### src/rtl/rtc_cal_pkg.sv
package rtc_cal_pkg;

  // Register byte offsets on the host port
  localparam logic [7:0] OFS_CTRL = 8'h00;
  localparam logic [7:0] OFS_DATE = 8'h04;
  localparam logic [7:0] OFS_TIME = 8'h08;

  // Busy flag positions in the control word
  localparam int BUSY_TIME_BIT = 8;
  localparam int BUSY_DATE_BIT = 7;

  // Channel indices of the commit engine
  localparam int CH_TIME = 0;
  localparam int CH_DATE = 1;
  localparam int NUM_CH  = 2;

  // Strobes from control to datapath
  typedef struct packed {
    logic loadTime;
    logic loadDate;
    logic busyTime;
    logic busyDate;
  } ctrl_strobe_t;

  // Last day of a month, given the stored leap flag
  function automatic logic [4:0] monthDays(input logic [3:0] mon, input logic leap);
    logic [4:0] n;
    case (mon)
      4'd2:                      n = leap ? 5'd29 : 5'd28;
      4'd4, 4'd6, 4'd9, 4'd11:   n = 5'd30;
      default:                   n = 5'd31;
    endcase
    return n;
  endfunction

endpackage

### src/rtl/rtc_cal_ctrl.sv
module rtc_cal_ctrl
  import rtc_cal_pkg::*;
#(
  parameter int ADDR_W     = 8,
  parameter int DATA_W     = 32,
  parameter int COMMIT_LAT = 4
) (
  input  logic              clk,
  input  logic              rstN,
  input  logic              wrEn,
  input  logic [ADDR_W-1:0] wrAddr,
  input  logic [DATA_W-1:0] wrData,
  output ctrl_strobe_t      strobe,
  output logic [DATA_W-1:0] pendTime,
  output logic [DATA_W-1:0] pendDate
);

  localparam int CNT_W = (COMMIT_LAT < 2) ? 1 : $clog2(COMMIT_LAT);
  localparam logic [CNT_W-1:0] CNT_START = CNT_W'(COMMIT_LAT - 1);

  logic [NUM_CH-1:0] busyV;
  logic [NUM_CH-1:0] loadV;
  logic [DATA_W-1:0] pendV [NUM_CH];

  // One commit channel per host-writable register
  for (genvar ch = 0; ch < NUM_CH; ch++) begin : g_chan
    localparam logic [ADDR_W-1:0] CH_OFS =
      (ch == CH_TIME) ? ADDR_W'(OFS_TIME) : ADDR_W'(OFS_DATE);

    logic             hit;
    logic [CNT_W-1:0] cnt;

    assign hit      = wrEn && (wrAddr == CH_OFS);
    assign loadV[ch] = busyV[ch] && (cnt == '0) && !hit;

    always_ff @(posedge clk) begin
      if (!rstN) begin
        busyV[ch] <= 1'b0;
        cnt       <= '0;
        pendV[ch] <= '0;
      end else if (hit) begin
        // new write (also restarts an outstanding one)
        busyV[ch] <= 1'b1;
        cnt       <= CNT_START;
        pendV[ch] <= wrData;
      end else if (loadV[ch]) begin
        busyV[ch] <= 1'b0;
      end else if (busyV[ch]) begin
        cnt <= cnt - 1'b1;
      end
    end
  end

  assign strobe.loadTime = loadV[CH_TIME];
  assign strobe.loadDate = loadV[CH_DATE];
  assign strobe.busyTime = busyV[CH_TIME];
  assign strobe.busyDate = busyV[CH_DATE];
  assign pendTime        = pendV[CH_TIME];
  assign pendDate        = pendV[CH_DATE];

endmodule

### src/rtl/rtc_cal_datapath.sv
module rtc_cal_datapath
  import rtc_cal_pkg::*;
#(
  parameter int ADDR_W = 8,
  parameter int DATA_W = 32,
  parameter int YEAR_W = 8
) (
  input  logic              clk,
  input  logic              rstN,
  input  logic              tick,
  input  ctrl_strobe_t      strobe,
  input  logic [DATA_W-1:0] pendTime,
  input  logic [DATA_W-1:0] pendDate,
  input  logic [ADDR_W-1:0] rdAddr,
  output logic [DATA_W-1:0] rdData,
  output logic [DATA_W-1:0] timeWord,
  output logic [DATA_W-1:0] dateWord
);

  localparam int YEAR_LO  = 16;
  localparam int LEAP_POS = YEAR_LO + YEAR_W;

  // Stored fields
  logic [5:0]        sec, secNext;
  logic [5:0]        min, minNext;
  logic [4:0]        hr, hrNext;
  logic [4:0]        day, dayNext;
  logic [3:0]        mon, monNext;
  logic [YEAR_W-1:0] yr, yrNext;
  logic              leap, leapNext;

  logic secWrap, minWrap, hrWrap, dayLast, monLast, dayCarry;

  // Bits of the pending words that map to no field
  logic unusedPendBits;
  assign unusedPendBits = ^{pendTime[DATA_W-1:21], pendTime[15:14], pendTime[7:6],
                            pendDate[DATA_W-1:LEAP_POS+1], pendDate[15:12], pendDate[7:5]};

  always_comb begin
    secWrap  = (sec >= 6'd59);
    minWrap  = (min >= 6'd59);
    hrWrap   = (hr  >= 5'd23);
    dayLast  = (day >= monthDays(mon, leap));
    monLast  = (mon >= 4'd12);
    dayCarry = tick && !strobe.loadTime && secWrap && minWrap && hrWrap;

    secNext  = sec;
    minNext  = min;
    hrNext   = hr;
    dayNext  = day;
    monNext  = mon;
    yrNext   = yr;
    leapNext = leap;

    // Time word: commit wins over counting
    if (strobe.loadTime) begin
      secNext = pendTime[5:0];
      minNext = pendTime[13:8];
      hrNext  = pendTime[20:16];
    end else if (tick) begin
      secNext = secWrap ? 6'd0 : sec + 6'd1;
      if (secWrap) begin
        minNext = minWrap ? 6'd0 : min + 6'd1;
        if (minWrap) begin
          hrNext = hrWrap ? 5'd0 : hr + 5'd1;
        end
      end
    end

    // Date word: commit wins over the day carry
    if (strobe.loadDate) begin
      dayNext  = pendDate[4:0];
      monNext  = pendDate[11:8];
      yrNext   = pendDate[YEAR_LO +: YEAR_W];
      leapNext = pendDate[LEAP_POS];
    end else if (dayCarry) begin
      dayNext = dayLast ? 5'd1 : day + 5'd1;
      if (dayLast) begin
        monNext = monLast ? 4'd1 : mon + 4'd1;
        if (monLast) begin
          yrNext = yr + 1'b1;
        end
      end
    end
  end

  always_ff @(posedge clk) begin
    if (!rstN) begin
      sec  <= '0;
      min  <= '0;
      hr   <= '0;
      day  <= 5'd1;
      mon  <= 4'd1;
      yr   <= '0;
      leap <= 1'b0;
    end else begin
      sec  <= secNext;
      min  <= minNext;
      hr   <= hrNext;
      day  <= dayNext;
      mon  <= monNext;
      yr   <= yrNext;
      leap <= leapNext;
    end
  end

  // Packed views of the two registers
  always_comb begin
    timeWord        = '0;
    timeWord[5:0]   = sec;
    timeWord[13:8]  = min;
    timeWord[20:16] = hr;

    dateWord                    = '0;
    dateWord[4:0]               = day;
    dateWord[11:8]              = mon;
    dateWord[YEAR_LO +: YEAR_W] = yr;
    dateWord[LEAP_POS]          = leap;
  end

  // Host read mux
  always_comb begin
    rdData = '0;
    if (rdAddr == ADDR_W'(OFS_CTRL)) begin
      rdData[BUSY_TIME_BIT] = strobe.busyTime;
      rdData[BUSY_DATE_BIT] = strobe.busyDate;
    end else if (rdAddr == ADDR_W'(OFS_DATE)) begin
      rdData = dateWord;
    end else if (rdAddr == ADDR_W'(OFS_TIME)) begin
      rdData = timeWord;
    end
  end

endmodule

### src/rtl/rtc_cal_top.sv
module rtc_cal_top
  import rtc_cal_pkg::*;
#(
  parameter int ADDR_W     = 8,
  parameter int YEAR_W     = 8,
  parameter int COMMIT_LAT = 4
) (
  input  logic              clk,
  input  logic              rstN,
  input  logic              secTick,
  input  logic              busWrEn,
  input  logic [ADDR_W-1:0] busAddr,
  input  logic [31:0]       busWData,
  output logic [31:0]       busRData
);

  localparam int DATA_W = 32;

  ctrl_strobe_t      strobe;
  logic [DATA_W-1:0] pendTime, pendDate;
  logic [DATA_W-1:0] timeQ, dateQ;
  logic              busyTime, busyDate;

  assign busyTime = strobe.busyTime;
  assign busyDate = strobe.busyDate;

  rtc_cal_ctrl #(
    .ADDR_W    (ADDR_W),
    .DATA_W    (DATA_W),
    .COMMIT_LAT(COMMIT_LAT)
  ) u_ctrl (
    .clk     (clk),
    .rstN    (rstN),
    .wrEn    (busWrEn),
    .wrAddr  (busAddr),
    .wrData  (busWData),
    .strobe  (strobe),
    .pendTime(pendTime),
    .pendDate(pendDate)
  );

  rtc_cal_datapath #(
    .ADDR_W(ADDR_W),
    .DATA_W(DATA_W),
    .YEAR_W(YEAR_W)
  ) u_dp (
    .clk     (clk),
    .rstN    (rstN),
    .tick    (secTick),
    .strobe  (strobe),
    .pendTime(pendTime),
    .pendDate(pendDate),
    .rdAddr  (busAddr),
    .rdData  (busRData),
    .timeWord(timeQ),
    .dateWord(dateQ)
  );

endmodule

### config.mk
export PLATFORM = sky130hd
export DESIGN_NAME = rtc_cal_top
export DESIGN_NICKNAME = d
export VERILOG_FILES = /design/src/rtl/rtc_cal_pkg.sv /design/src/rtl/rtc_cal_ctrl.sv /design/src/rtl/rtc_cal_datapath.sv /design/src/rtl/rtc_cal_top.sv
export SDC_FILE = /design/constraint.sdc
export NUM_CORES = 1
export LEC_CHECK = 0
export ABC_AREA = 1
export BUFFER_PORTS_ARGS = -buffer_cell sky130_fd_sc_hd__buf_2
export CORE_MARGIN = 3
export CORE_UTILIZATION = 44
export CTS_CLUSTER_DIAMETER = 120
export DETAILED_ROUTE_END_ITERATION = 10
export MAX_ROUTING_LAYER = met4
export PLACE_DENSITY = 0.7
export SYNTH_ARGS = -nofsm -noshare
export SYNTH_HDL_FRONTEND = slang
export SYNTH_SLANG_ARGS = --single-unit
### constraint.sdc
create_clock -name clk -period 4.4 [get_ports clk]
set_input_delay 0.88 -clock clk [delete_from_list [all_inputs] [get_ports clk]]
set_output_delay 0.88 -clock clk [all_outputs]
set_load 0.01 [all_outputs]
Word level (Yosys, flattened, before mapping)
Memory sizes are Yosys's and may differ from the RTL's.
Index checks and enable logic that the tools add are counted.
Widths: inputs -> output; s select.
- add/subtract/negate cells: 8
- $lt $le $gt $ge: 5
- eq/ne operators: 9
- multiplexer cells: 49
- bitwise operators: 2
- reduce and logical (&&, ||, !) cells: 33
- operators by type and width (cell ; number):
    $mux 32 ; 2
    $mux 6 ; 7
    $mux 5 ; 8
    $mux 8 ; 4
    $mux 25 ; 1
    $mux 21 ; 1
    $reduce_bool 2->1 ; 10
    $mux 16 ; 1
    $mux 4 ; 4
    $mux 2 ; 7
    $add 6x1->6 const B ; 2
    $ge 6x6->1 const B ; 2
    $mux 1 ; 12
    $add 5x1->5 const B ; 2
    $logic_and 1x1->1 ; 10
    $pmux 5 s2 ; 1
    $add 8x1->8 const B ; 1
    $eq 4x3->1 const B ; 2
    $eq 4x4->1 const B ; 2
    $eq 8x3->1 const B ; 1
    $eq 8x4->1 const B ; 1
    $logic_not 8->1 ; 1
    $reduce_and 2->1 ; 4
    $mux 7 ; 1
    other kinds (13) ; 19
- register bits after elaboration: 41
- memory bits (writable): 64
- memories kept: 1
- memory list (memory ; words ; bits a word ; read ports ; clocked after Yosys merged registers in ; write ports ; RTL line ; source):
    u_ctrl.pendV ; 2 ; 32 ; 2 ; 0 ; 2 ; rtc_cal_ctrl.sv:23 ; logic [DATA_W-1:0] pendV [NUM_CH];

Depth between registers and ports, before layout
Gate-level depths: netlist of the first run.
- depth after elaboration: 11
- mapped depth: 14
- gate-level depth less buffers: 14

Modules after synthesis
Synthesis of the first run repeated with hierarchy kept, for this count alone.
- cells, all modules: 678
- area total of the unflattened synthesis: 5679.2 um2
- by module, submodules not included (module ; times used ; cells each ; area an instance (um2) ; seq. area each (um2)):
    rtc_cal_datapath ; 1 ; 455 ; 2894.0 ; 700.7
    rtc_cal_ctrl ; 1 ; 223 ; 2785.2 ; 2042.0

Least setup slack after synthesis of the first run
OpenSTA, ideal clock, no wires.
- kind: input -> output
- from: input port busAddr[0]
- to: output port busRData[23]
- data arrival time: 1.821 ns
- required time: 3.520 ns
- setup slack: 1.699 ns
- stages: 6
- path buffers: 1
- cell sequence: inv_1 nand2_1 nor2_4 nand2_1 clkbuf_1 nor3_1
- longest elaborated chain between the ends: 3
- elaborated cells between the ends (all ways): 4
- ends and longest elaborated chain (item ; RTL line ; source):
    start: declaration ; rtc_cal_top.sv:12 ; input logic [ADDR_W-1:0] busAddr,
    $eq 8x3->1 ; rtc_cal_datapath.sv:127 ; end else if (rdAddr == ADDR_W'(OFS_DATE)) begin
    $mux 25 ; rtc_cal_datapath.sv:127 ;
    $mux 16 * ; rtc_cal_datapath.sv:124 ; if (rdAddr == ADDR_W'(OFS_CTRL)) begin
    end: declaration ; rtc_cal_top.sv:14 ; output logic [31:0] busRData
Every way passes the cells marked *; elsewhere a longest branch is shown, timed or not.

Worst setup path in the final report of the first run
- from: input port busAddr[1]
- to: output port busRData[19]
- longest elaborated chain between the ends: 4
- elaborated cells between the ends (all ways): 6
- ends and longest elaborated chain (item ; RTL line ; source):
    $eq 8x4->1 ; rtc_cal_datapath.sv:129 ; end else if (rdAddr == ADDR_W'(OFS_TIME)) begin
    $mux 21 ; rtc_cal_datapath.sv:129 ;
    $mux 25 ; rtc_cal_datapath.sv:127 ;
    $mux 16 * ; rtc_cal_datapath.sv:124 ;
Marks and branches as above.

==> flow_summary.toml, run 1 <==
[logic_synthesis]
async_flop_share_pct = 0
syn-mean-instance-area_um2 = 7.47
synth_edf_count = 35
postSynth.topFlopCell = "sky130_fd_sc_hd__dfxtp_1"
netlist_area_mm2 = 0.00442
ys_ff_latch = 76
netlist-cell-type-count = 41
synth.yosys.seq_area_share_pct = 42.3
yosys_warnings = 0
syn-instance-count = 592

[critical_path]
worst-endpoint-arrival_ns = 2.39
critical_path_class = "primary input to output port"
critPathCaptureType = "output port"
regToRegStartpoint = "u_dp.mon[0]"
crit_fanout = 15
reg2reg_depth = 12
worstReg2RegEnd = "u_dp.yr[5]"
r2r_slack_ns = 1.77
critical_path.startpoint_type = "primary input"
critical_path_required_ns = 3.52

[place]
dp_hpwl_um = 7970
gp_congestion = 0.864
dpl-instance-area_mm2 = 0.00470
numPlacedInstances = 758
port_buffers = 54

[min_path]
hold-path-endpoint = "u_dp.leap"
hold-path-cell-count = 2
hold_start = "u_dp.leap"
holdCritPathClass = "flop to flop"

[routing]
drt-vias-per-instance = 5.01
remaining_drc_errors = 0
drt_iter0_drc = 198
drt_wl_cell_um = 13.9
first_pass_iters = 5
detail_route.wirelength_um = 10800
route.vias.total = 3875
antenna_left = 0

[floorplan]
placeableCoreArea_mm2 = 0.00950
ios = 76
initial_core_util_pct = 46.5
fp-row-count = 35
die-height_um = 106
dieArea_mm2 = 0.0113
die_w_um = 106

[cells_and_area]
final_core_utilization_pct = 51.9
final_common_cell = "sky130_fd_sc_hd__nand2_1"
layout_area_overhead_pct = 11.5
commonest_cells_after_routing_fill_and_taps_aside = "sky130_fd_sc_hd__nand2_1 (126), sky130_fd_sc_hd__nor2_1 (93), sky130_fd_sc_hd__inv_1 (86)"
drive_gt1_share_pct = 14.6
multi_input_comb_area_mm2 = 0.00206
finalNetCount = 697
antennaDiodeCount = 0
postLayoutCellArea_mm2 = 0.00493
nFillCells = 957
layout.area.seq_mm2 = 0.00187
stdcell_count = 774

[clocking]
clock_insertion_delay_worst_skew_ns = 0.35
postCtsSetupRepairBufs = 0
cts_buffer_depth = 2
tritoncts = "built"
cts_bufs_inserted = 9
clock_sink_count = 76
cts_hold_repair.buffers = 0
cts_resized = 0
cts_root_buf = "sky130_fd_sc_hd__clkbuf_8"
clock_tree.htree_level_count = 3
cts.clk_slew.worst_paths_ns = 0.08

[grt]
gr-usage-all-layers_pct = 20.4
grt_pass1_vias = 3728
grt_overflow = 0
maximum_number_of_pins_on_one_net_before_global_route_repair = 36
antenna_found_initial = 0
grt_first_pass_wirelength_um = 17900

[pwr]
power.density_mw_per_mm2 = 290
p_leak_nw = 2.29
vdd_ir_drop_max_mv = 0.165

[timing]
finalHoldWorstSlack_ns = 0.488
final_count_of_hold_timing_violations = 0
maxClockFrequency_mhz = 306
layout_min_cycle_time_ns = 3.27
worst_slew_margin_rel_pct = 48.8
maxSlewViolCount = 0
final_min_period_over_clock_period_pct = 74.3
rsz0062_at_grt = "false"
worst_pin_slew_ns = 0.766
setup_viol = 0
finalClockSkew_ns = 0.00691
fin_tns_setup_ns = 0

[status]
status = "finished, final reports clean"

[run]
max_capacitance_violation_count = 0
registers in the layout, summed over array words and instances (netlist names):
name	count
u_dp.min	6
u_ctrl.pendV	35
u_ctrl.g_chan.cnt	4
u_dp.yr	8
u_dp.hr	5
u_dp.mon	4
u_dp.leap	1
u_dp.day	5
u_ctrl.strobe	2
u_dp.sec	6
Yosys cell counts (3+ instances only):
| master | number | share of area, % |
|---|---|---|
| sky130_fd_sc_hd__a32o_1 | 3 | 0.68 |
| sky130_fd_sc_hd__nand3_4 | 3 | 1.2 |
| sky130_fd_sc_hd__a21oi_1 | 23 | 2.6 |
| sky130_fd_sc_hd__clkbuf_1 | 5 | 0.42 |
| sky130_fd_sc_hd__edfxtp_1 | 35 | 24 |
| sky130_fd_sc_hd__o21ai_1 | 11 | 1.2 |
| sky130_fd_sc_hd__buf_6 | 5 | 1.3 |
| sky130_fd_sc_hd__nor2_1 | 93 | 7.9 |
| sky130_fd_sc_hd__a31oi_1 | 3 | 0.42 |
| sky130_fd_sc_hd__dfxtp_1 | 41 | 19 |
| sky130_fd_sc_hd__xor2_1 | 9 | 1.8 |
| sky130_fd_sc_hd__nand2_1 | 126 | 11 |
| sky130_fd_sc_hd__inv_2 | 3 | 0.25 |
| sky130_fd_sc_hd__nand3_1 | 51 | 5.8 |
| sky130_fd_sc_hd__inv_1 | 86 | 7.3 |
| sky130_fd_sc_hd__o21ai_0 | 26 | 2.9 |
| sky130_fd_sc_hd__nand2_4 | 3 | 0.76 |
| sky130_fd_sc_hd__ha_1 | 13 | 3.7 |
| sky130_fd_sc_hd__buf_4 | 12 | 2.0 |
| sky130_fd_sc_hd__o211ai_1 | 3 | 0.51 |
| sky130_fd_sc_hd__xnor2_1 | 3 | 0.59 |
| sky130_fd_sc_hd__o22ai_1 | 3 | 0.42 |
| sky130_fd_sc_hd__nand2_2 | 6 | 0.85 |
worst max-delay path by stage:
stage	slack [ns]	endpoint	from	cells after the start
2_1_floorplan	1.70	busRData[23]	busAddr[0]	6
4_1_cts	1.14	busRData[16]	busAddr[1]	7
3_3_place_gp	1.18	busRData[20]	busAddr[0]	7
6_report	1.13	busRData[19]	busAddr[1]	7
3_5_place_dp	1.14	busRData[16]	busAddr[1]	7
5_1_grt	1.01	busRData[16]	busAddr[0]	7
critical path: stages:
cell and delay [ns]:
sky130_fd_sc_hd__buf_2 0.10, sky130_fd_sc_hd__inv_1 0.04, sky130_fd_sc_hd__nand2_1 0.11, sky130_fd_sc_hd__nor2_4 0.26, sky130_fd_sc_hd__nand2_1 0.40, sky130_fd_sc_hd__o22ai_1 0.40
sky130_fd_sc_hd__buf_2 0.20
power breakdown:
part           switching, mW  internal (mW)  total [mW]  leakage (nW)
clock network          0.271          0.334       0.604         0.105
logic                 0.0440         0.0189      0.0629          1.53
registers            0.00800          0.755       0.763         0.663
total                  0.323           1.11        1.43          2.29
final cells by class:
cell class                      instances  share of cell area, %
Clock buffer                           10                   2.79
Tap cell                              129                   3.27
Timing Repair Buffer                   54                   5.48
Inverter                               90                   6.85
Clock inverter                          6                   1.78
Multi-Input combinational cell        409                   41.9
Sequential cell                        76                   38.0
cell families after synthesis:
logic type	count (synthesis)	share of synthesized area, %
buffers and inverters	116	11.8
AOI/OAI and AO/OA	80	10.3
and+or+nand+nor	294	29.4
DFF	76	42.3
xor gates and xnor gates	12	2.38
adders and majority gates	13	3.68
other	1	0.0848
routing by layer:
metal,vias up,part of all wire [%],track usage (%),wire [µm]
met1,1747,45,26.5,4880
met5,-,0,-,0
met2,134,45,32.0,4830
met3,23,7.4,3.46,798
li1,1971,-,-,-
met4,0,2.6,7.96,282
through the flow:
step,worst slack [ns],total power [mW]
after detailed placement,1.14,0.843
after floorplan,1.70,0.820
after CTS,1.14,1.44
final,1.13,1.43
after global routing,1.01,1.48
after global placement,1.18,0.840
Note: power is estimated with default switching activity, not from simulation.
==> run 2: changes to the inputs <==
- ABC_AREA: 1 -> 0
- clock period: 4.4 -> 3.3 ns (I/O delays scaled with it)
==> flow_summary.toml, run 2 <==
[place]
dp_hpwl_um = 7240
numPlacedInstances = 619
gp_congestion = 0.866
port_buffers = 54
dpl-instance-area_mm2 = 0.00452

[clocking]
cts.clk_slew.worst_paths_ns = 0.08
cts_hold_repair.buffers = 0
cts_resized = 0
postCtsSetupRepairBufs = 0
cts_buffer_depth = 2
clock_sink_count = 76
clock_tree.htree_level_count = 3
tritoncts = "built"
clock_insertion_delay_worst_skew_ns = 0.35
cts_bufs_inserted = 9
cts_root_buf = "sky130_fd_sc_hd__clkbuf_8"

[timing]
final_min_period_over_clock_period_pct = 82.0
worst_pin_slew_ns = 0.888
fin_tns_setup_ns = 0
layout_min_cycle_time_ns = 2.70
finalClockSkew_ns = 0.0129
maxSlewViolCount = 0
final_count_of_hold_timing_violations = 0
rsz0062_at_grt = "false"
worst_slew_margin_rel_pct = 40.7
setup_viol = 0
maxClockFrequency_mhz = 370

[grt]
grt_pass1_vias = 3412
grt_overflow = 0
antenna_found_initial = 0
maximum_number_of_pins_on_one_net_before_global_route_repair = 28
grt_first_pass_wirelength_um = 16900
gr-usage-all-layers_pct = 20.1

[critical_path]
cpMaxStageDelayCell = "sky130_fd_sc_hd__or4_1"
regToRegStartpoint = "u_dp.mon[0]"
worstReg2RegEnd = "u_dp.yr[0]"
critPathCaptureType = "flop"
worst-endpoint-arrival_ns = 2.98
critical_path_class = "flop to flop"
crit_fanout = 9
crit_path_max_incr_delay_ns = 0.58
reg2reg_depth = 11
crit_top_cell = "sky130_fd_sc_hd__o21ai_0"
critical_path_required_ns = 3.57
worstSetupStartpoint = "u_dp.mon[0]"
critical_path.cell_chain = "inv_1 -> ha_1 -> o21ai_0 -> o21ai_0 -> o21ai_0 -> ha_1 -> nand2b_1 -> a21o_1 -> nand2_1 -> or4_1 -> a31oi_1"
r2r_slack_ns = 0.60
critical_path.startpoint_type = "flop"

[pwr]
switching_portion_of_total_power_pct = 20.5
seq_power_share_pct = 50.2
p_leak_nw = 1.92
cell_internal_pwr_mw = 1.61
power_mw = 2.03
power.density_mw_per_mm2 = 425
vdd_ir_drop_max_mv = 0.382
share_clk_of_total_power_pct = 45.8
share_comb_of_total_power_pct = 4.0
p_switching_mw = 0.418

[logic_synthesis]
syn-mean-instance-area_um2 = 9.19
synth_simple_gate_area_share_pct = 23.8
dominant_cell_by_count_in_the_synthesized_netlist = "sky130_fd_sc_hd__and2_1"
synth_top_cell_area_share_pct = 24.9
netlist.top_cell.by_area = "sky130_fd_sc_hd__edfxtp_1"
netlist-cell-type-count = 58
yosys_warnings = 0
netlist_area_mm2 = 0.00422
async_flop_share_pct = 0
syn-instance-count = 459
yosys-top-cells-count = "sky130_fd_sc_hd__and2_1 (45), sky130_fd_sc_hd__dfxtp_1 (41), sky130_fd_sc_hd__edfxtp_1 (35)"
yosys.area_share.xor_xnor_pct = 0.623
synth_top_family_by_area = "simple AND/OR/NAND/NOR gates"
share_of_synthesized_cell_area_in_full_adder_half_adder_and_majority_cells_pct = 4.09
largest_cells_by_area_after_synthesis = "sky130_fd_sc_hd__edfxtp_1 (25%), sky130_fd_sc_hd__dfxtp_1 (19%), sky130_fd_sc_hd__and2_1 (6.7%), sky130_fd_sc_hd__ha_1 (3.9%), sky130_fd_sc_hd__o21ai_0 (3.3%)"
synth_edf_count = 35
synth.mux.area_fraction_pct = 1.22
postSynth.topFlopCell = "sky130_fd_sc_hd__dfxtp_1"
ys_ff_latch = 76
synth-compound-area-share_pct = 19.1
synth.yosys.seq_area_share_pct = 44.4

[min_path]
holdCritPathClass = "flop to flop"
hold-path-endpoint = "u_dp.day[0]"
hold-path-cell-count = 2
hold_start = "u_ctrl.pendV[1][0]"

[routing]
remaining_drc_errors = 0
antenna_left = 0
drt_iter0_drc = 270
route.vias.total = 3620
first_pass_iters = 5
detail_route.wirelength_um = 10500
drt-vias-per-instance = 5.70
drt_wl_cell_um = 16.5

[cells_and_area]
commonest_cells_after_routing_fill_and_taps_aside = "sky130_fd_sc_hd__buf_2 (54), sky130_fd_sc_hd__and2_1 (45), sky130_fd_sc_hd__dfxtp_1 (41)"
biggestRegsByFlops = "u_ctrl.pendV (35), u_dp.yr (8)"
largest_register_ffs = 35
final_common_cell = "sky130_fd_sc_hd__buf_2"
layout.area.seq_mm2 = 0.00187
layout_area_overhead_pct = 13.4
finalNetCount = 558
antennaDiodeCount = 0
stdcell_count = 635
multi_input_comb_area_mm2 = 0.00210
nFillCells = 887
top_register = "u_ctrl.pendV"
drive_gt1_share_pct = 17.2
postLayoutCellArea_mm2 = 0.00478

[run]
max_capacitance_violation_count = 0

[floorplan]
die-height_um = 104
fp-row-count = 35
die_w_um = 104
ios = 76
placeableCoreArea_mm2 = 0.00928
initial_core_util_pct = 45.4
dieArea_mm2 = 0.0108

[status]
status = "finished, final reports clean"
run 2: changes by cell type after synthesis, moves of 10 or more:
cell / before / now
sky130_fd_sc_hd__nand2_1: 126 / 23
sky130_fd_sc_hd__nor2_1: 93 / 34
sky130_fd_sc_hd__buf_2: 2 / 12
sky130_fd_sc_hd__a22o_1: 0 / 13
sky130_fd_sc_hd__o21ai_1: 11 / 0
sky130_fd_sc_hd__nor3_1: 2 / 12
sky130_fd_sc_hd__clkbuf_1: 5 / 17
sky130_fd_sc_hd__nand4_1: 1 / 11
sky130_fd_sc_hd__inv_1: 86 / 12
sky130_fd_sc_hd__and3_1: 0 / 10
sky130_fd_sc_hd__and2_1: 0 / 45
sky130_fd_sc_hd__nand3_1: 51 / 27
run 2: power by group through the flow:
stage	registers (mW)	logic, mW	clock network, mW
detailed placement	1.04	0.0806	0
finish	1.02	0.0819	0.931
global route	1.02	0.0897	0.989
CTS	1.02	0.0812	0.947
global placement	1.04	0.0791	0
floorplan	1.03	0.0550	0
run 2: metrics by stage:
step,utilization [%],setup slack (ns),hold slack [ns]
CTS,51.5,0.610,0.473
global placement,48.7,0.573,0.450
floorplan,-,0.793,0.432
finish,51.5,0.596,0.471
global route,51.5,0.381,0.496
detailed placement,48.7,0.547,0.449
run 2: worst max-delay path by stage:
stage / end / cells after the start
after CTS: u_dp.yr[0] / 11
after global routing: u_dp.yr[0] / 11
final: u_dp.yr[0] / 11
after detailed placement: u_dp.yr[0] / 6
after global placement: u_dp.yr[0] / 6
after floorplan: busRData[17] / 5
run 2: metal layers:
layer / track usage [%] / vias up / wire, µm / part of all wire [%]
li1: - / 1762 / - / -
met1: 23.7 / 1731 / 4600 / 44
met2: 34.4 / 122 / 5190 / 50
met3: 4.35 / 5 / 589 / 5.6
met4: 6.27 / 0 / 81 / 0.77
met5: - / - / 0 / 0
run 2: logic make-up (layout without fill, tap and decap cells):
group,count (synthesis),after routing
compound gates,120,120
xor+xnor,3,3
fa+ha+maj,14,14
other cells,1,10
mux,5,5
flops,76,76
buf+inv,54,92
simple gates,186,186
run 2: critical path: cells and delay by family, from the launching register on:
kind / cells / cell delay [ns]
buffers and inverters: 1 / 0.12
flip-flops: 1 / 0.43
AND/OR/NAND/NOR: 3 / 0.95
AO/OA/AOI/OAI: 5 / 0.76
adder cells (fa/ha/maj): 2 / 0.36
run 2: final cells by class:
| cell class | instances | share of cell area [%] |
|---|---|---|
| Inverter | 12 | 0.942 |
| Clock buffer | 9 | 2.59 |
| Multi-Input combinational cell | 338 | 43.9 |
| Sequential cell | 76 | 39.1 |
| Timing Repair Buffer | 64 | 7.22 |
| Clock inverter | 7 | 2.88 |
| Tap cell | 129 | 3.38 |
==> run 3: changes to the inputs <==
- PLACE_DENSITY: 0.7 -> 0.73
- clock period: 3.3 -> 2.2 ns (I/O delays scaled with it)
==> flow_summary.toml, run 3 (synthesis gave the netlist of run 2 again) <==
[grt]
antenna_found_initial = 0
grt_pass1_vias = 3607
grt_first_pass_wirelength_um = 18200
gr-usage-all-layers_pct = 21.6
global_route.usage.met3_pct = 4.16
maximum_number_of_pins_on_one_net_before_global_route_repair = 34
gr-max-usage-layer = "met2"
grtUsageMet2_pct = 36.3
grt_overflow = 0
met1_track_utilization_from_global_routing_pct = 26.0

[routing]
route.vias.total = 3738
drt_iter0_drc = 346
drt_wl_cell_um = 17.0
detail_route.wirelength_um = 11400
antenna_left = 0
drt-vias-per-instance = 5.60
first_pass_iters = 4
remaining_drc_errors = 0

[min_path]
hold-path-cell-count = 2
holdCritPathClass = "primary input to flop"

[clocking]
cts_buffer_depth = 2
cts_hold_repair.buffers = 0
clock_tree.htree_level_count = 3
cts_root_buf = "sky130_fd_sc_hd__clkbuf_8"
clock_insertion_delay_worst_skew_ns = 0.36
cts.clk_slew.worst_paths_ns = 0.09
tritoncts = "built"
clock_sink_count = 76
cts_bufs_inserted = 9

[floorplan]
die-height_um = 104
initial_core_util_pct = 45.4
ios = 76
fp-row-count = 35
placeableCoreArea_mm2 = 0.00928
die_w_um = 104
dieArea_mm2 = 0.0108

[pwr]
power.density_mw_per_mm2 = 552
vdd_ir_drop_max_mv = 0.400
p_leak_nw = 2.12

[timing]
maxClockFrequency_mhz = 456
layout_min_cycle_time_ns = 2.19
fin_tns_setup_ns = 0
finalClockSkew_ns = 0.0134
final_count_of_hold_timing_violations = 0
setup_viol = 0
maxSlewViolCount = 0
final_min_period_over_clock_period_pct = 99.6
rsz0062_at_grt = "true"

[place]
numPlacedInstances = 647
port_buffers = 54
dp_hpwl_um = 7930
gp_congestion = 0.900

[critical_path]
critical_path.cell_chain = "inv_4 -> ha_4 -> o21ai_2 -> o21ai_1 -> o21ai_1 -> ha_1 -> nand2b_4 -> a21oi_4 -> nor3_4 -> a211o_1 -> and3_1"
cp_num_buf_inv = 1
critical_path.top_delay_family = "compound AO/OA/AOI/OAI gates"
crit_path_max_incr_delay_ns = 0.40
worst-endpoint-arrival_ns = 2.44
reg2reg_depth = 11
cpMaxStageDelayCell = "sky130_fd_sc_hd__dfxtp_4"
crit_fanout = 4
crit_top_cell = "sky130_fd_sc_hd__o21ai_1"
worstSetupPathDepth = 11
critPathCaptureType = "flop"
critical_path.startpoint_type = "flop"
critical_path_class = "flop to flop"
critical_path_required_ns = 2.45

[cells_and_area]
finalNetCount = 591
drive_gt1_share_pct = 26.3
layout_area_overhead_pct = 24.0
largest_register_ffs = 35
commonest_cells_after_routing_fill_and_taps_aside = "sky130_fd_sc_hd__buf_2 (54), sky130_fd_sc_hd__and2_1 (45), sky130_fd_sc_hd__dfxtp_1 (39)"
final_core_utilization_pct = 56.3
biggestRegsByFlops = "u_ctrl.pendV (35), u_dp.yr (8)"
stdcell_count = 668
antennaDiodeCount = 0
top_register = "u_ctrl.pendV"
final_common_cell = "sky130_fd_sc_hd__buf_2"

[status]
status = "finished, final reports clean"

[run]
max_capacitance_violation_count = 0
==> run 3: final timing paths <==
| path | slack, ns | endpoint | from |
|---|---|---|---|
| worst min-delay path | 0.35 | u_ctrl.pendV[0][5] | busWData[5] |
| worst min register to register | 0.49 | u_dp.sec[3] | u_ctrl.pendV[0][3] |
| worst max-delay path | 0.009 | u_dp.yr[4] | u_dp.mon[1] |
| worst max register to register | 0.009 | u_dp.yr[4] | u_dp.mon[1] |
==> run 3: layout make-up <==
cell class,instances,area (µm²)
inverters,12,50.0
multi-input cells,338,2230
repair buffers,97,679
fillers,835,4060
clock buffers,9,124
flip-flops and latches,76,1880
well taps,129,161
clock inverters,7,98.8
==> run 3: routing by layer <==
metal | vias to the layer above | wire length (µm)
li1 | 1814 | -
met1 | 1792 | 4830
met2 | 110 | 5700
met3 | 22 | 591
met4 | 0 | 268
met5 | - | 0
==> run 3: per-stage QoR <==
stage | total power, mW | hold slack, ns | cell area (µm²) | worst slack (ns)
floorplan | 1.63 | 0.432 | 4260 | -0.00167
global placement | 1.69 | 0.458 | 4820 | -0.126
detailed placement | 1.70 | 0.469 | 4820 | -0.213
CTS | 2.89 | 0.338 | 5090 | -0.00985
global route | 2.98 | 0.349 | 5230 | -0.149
finish | 2.88 | 0.349 | 5230 | 0.00904
==> run 3: repair_timing <==
action	in CTS	in global routing
setup endpoints to repair	16	22
resized for setup	11	27
pin swaps	5	23
setup buffers	1	5
==> run 3: power by group <==
part / leakage, nW / internal [mW] / switching [mW]
clock network: 0.105 / 0.647 / 0.574
logic: 1.35 / 0.0555 / 0.0822
registers: 0.664 / 1.51 / 0.0184
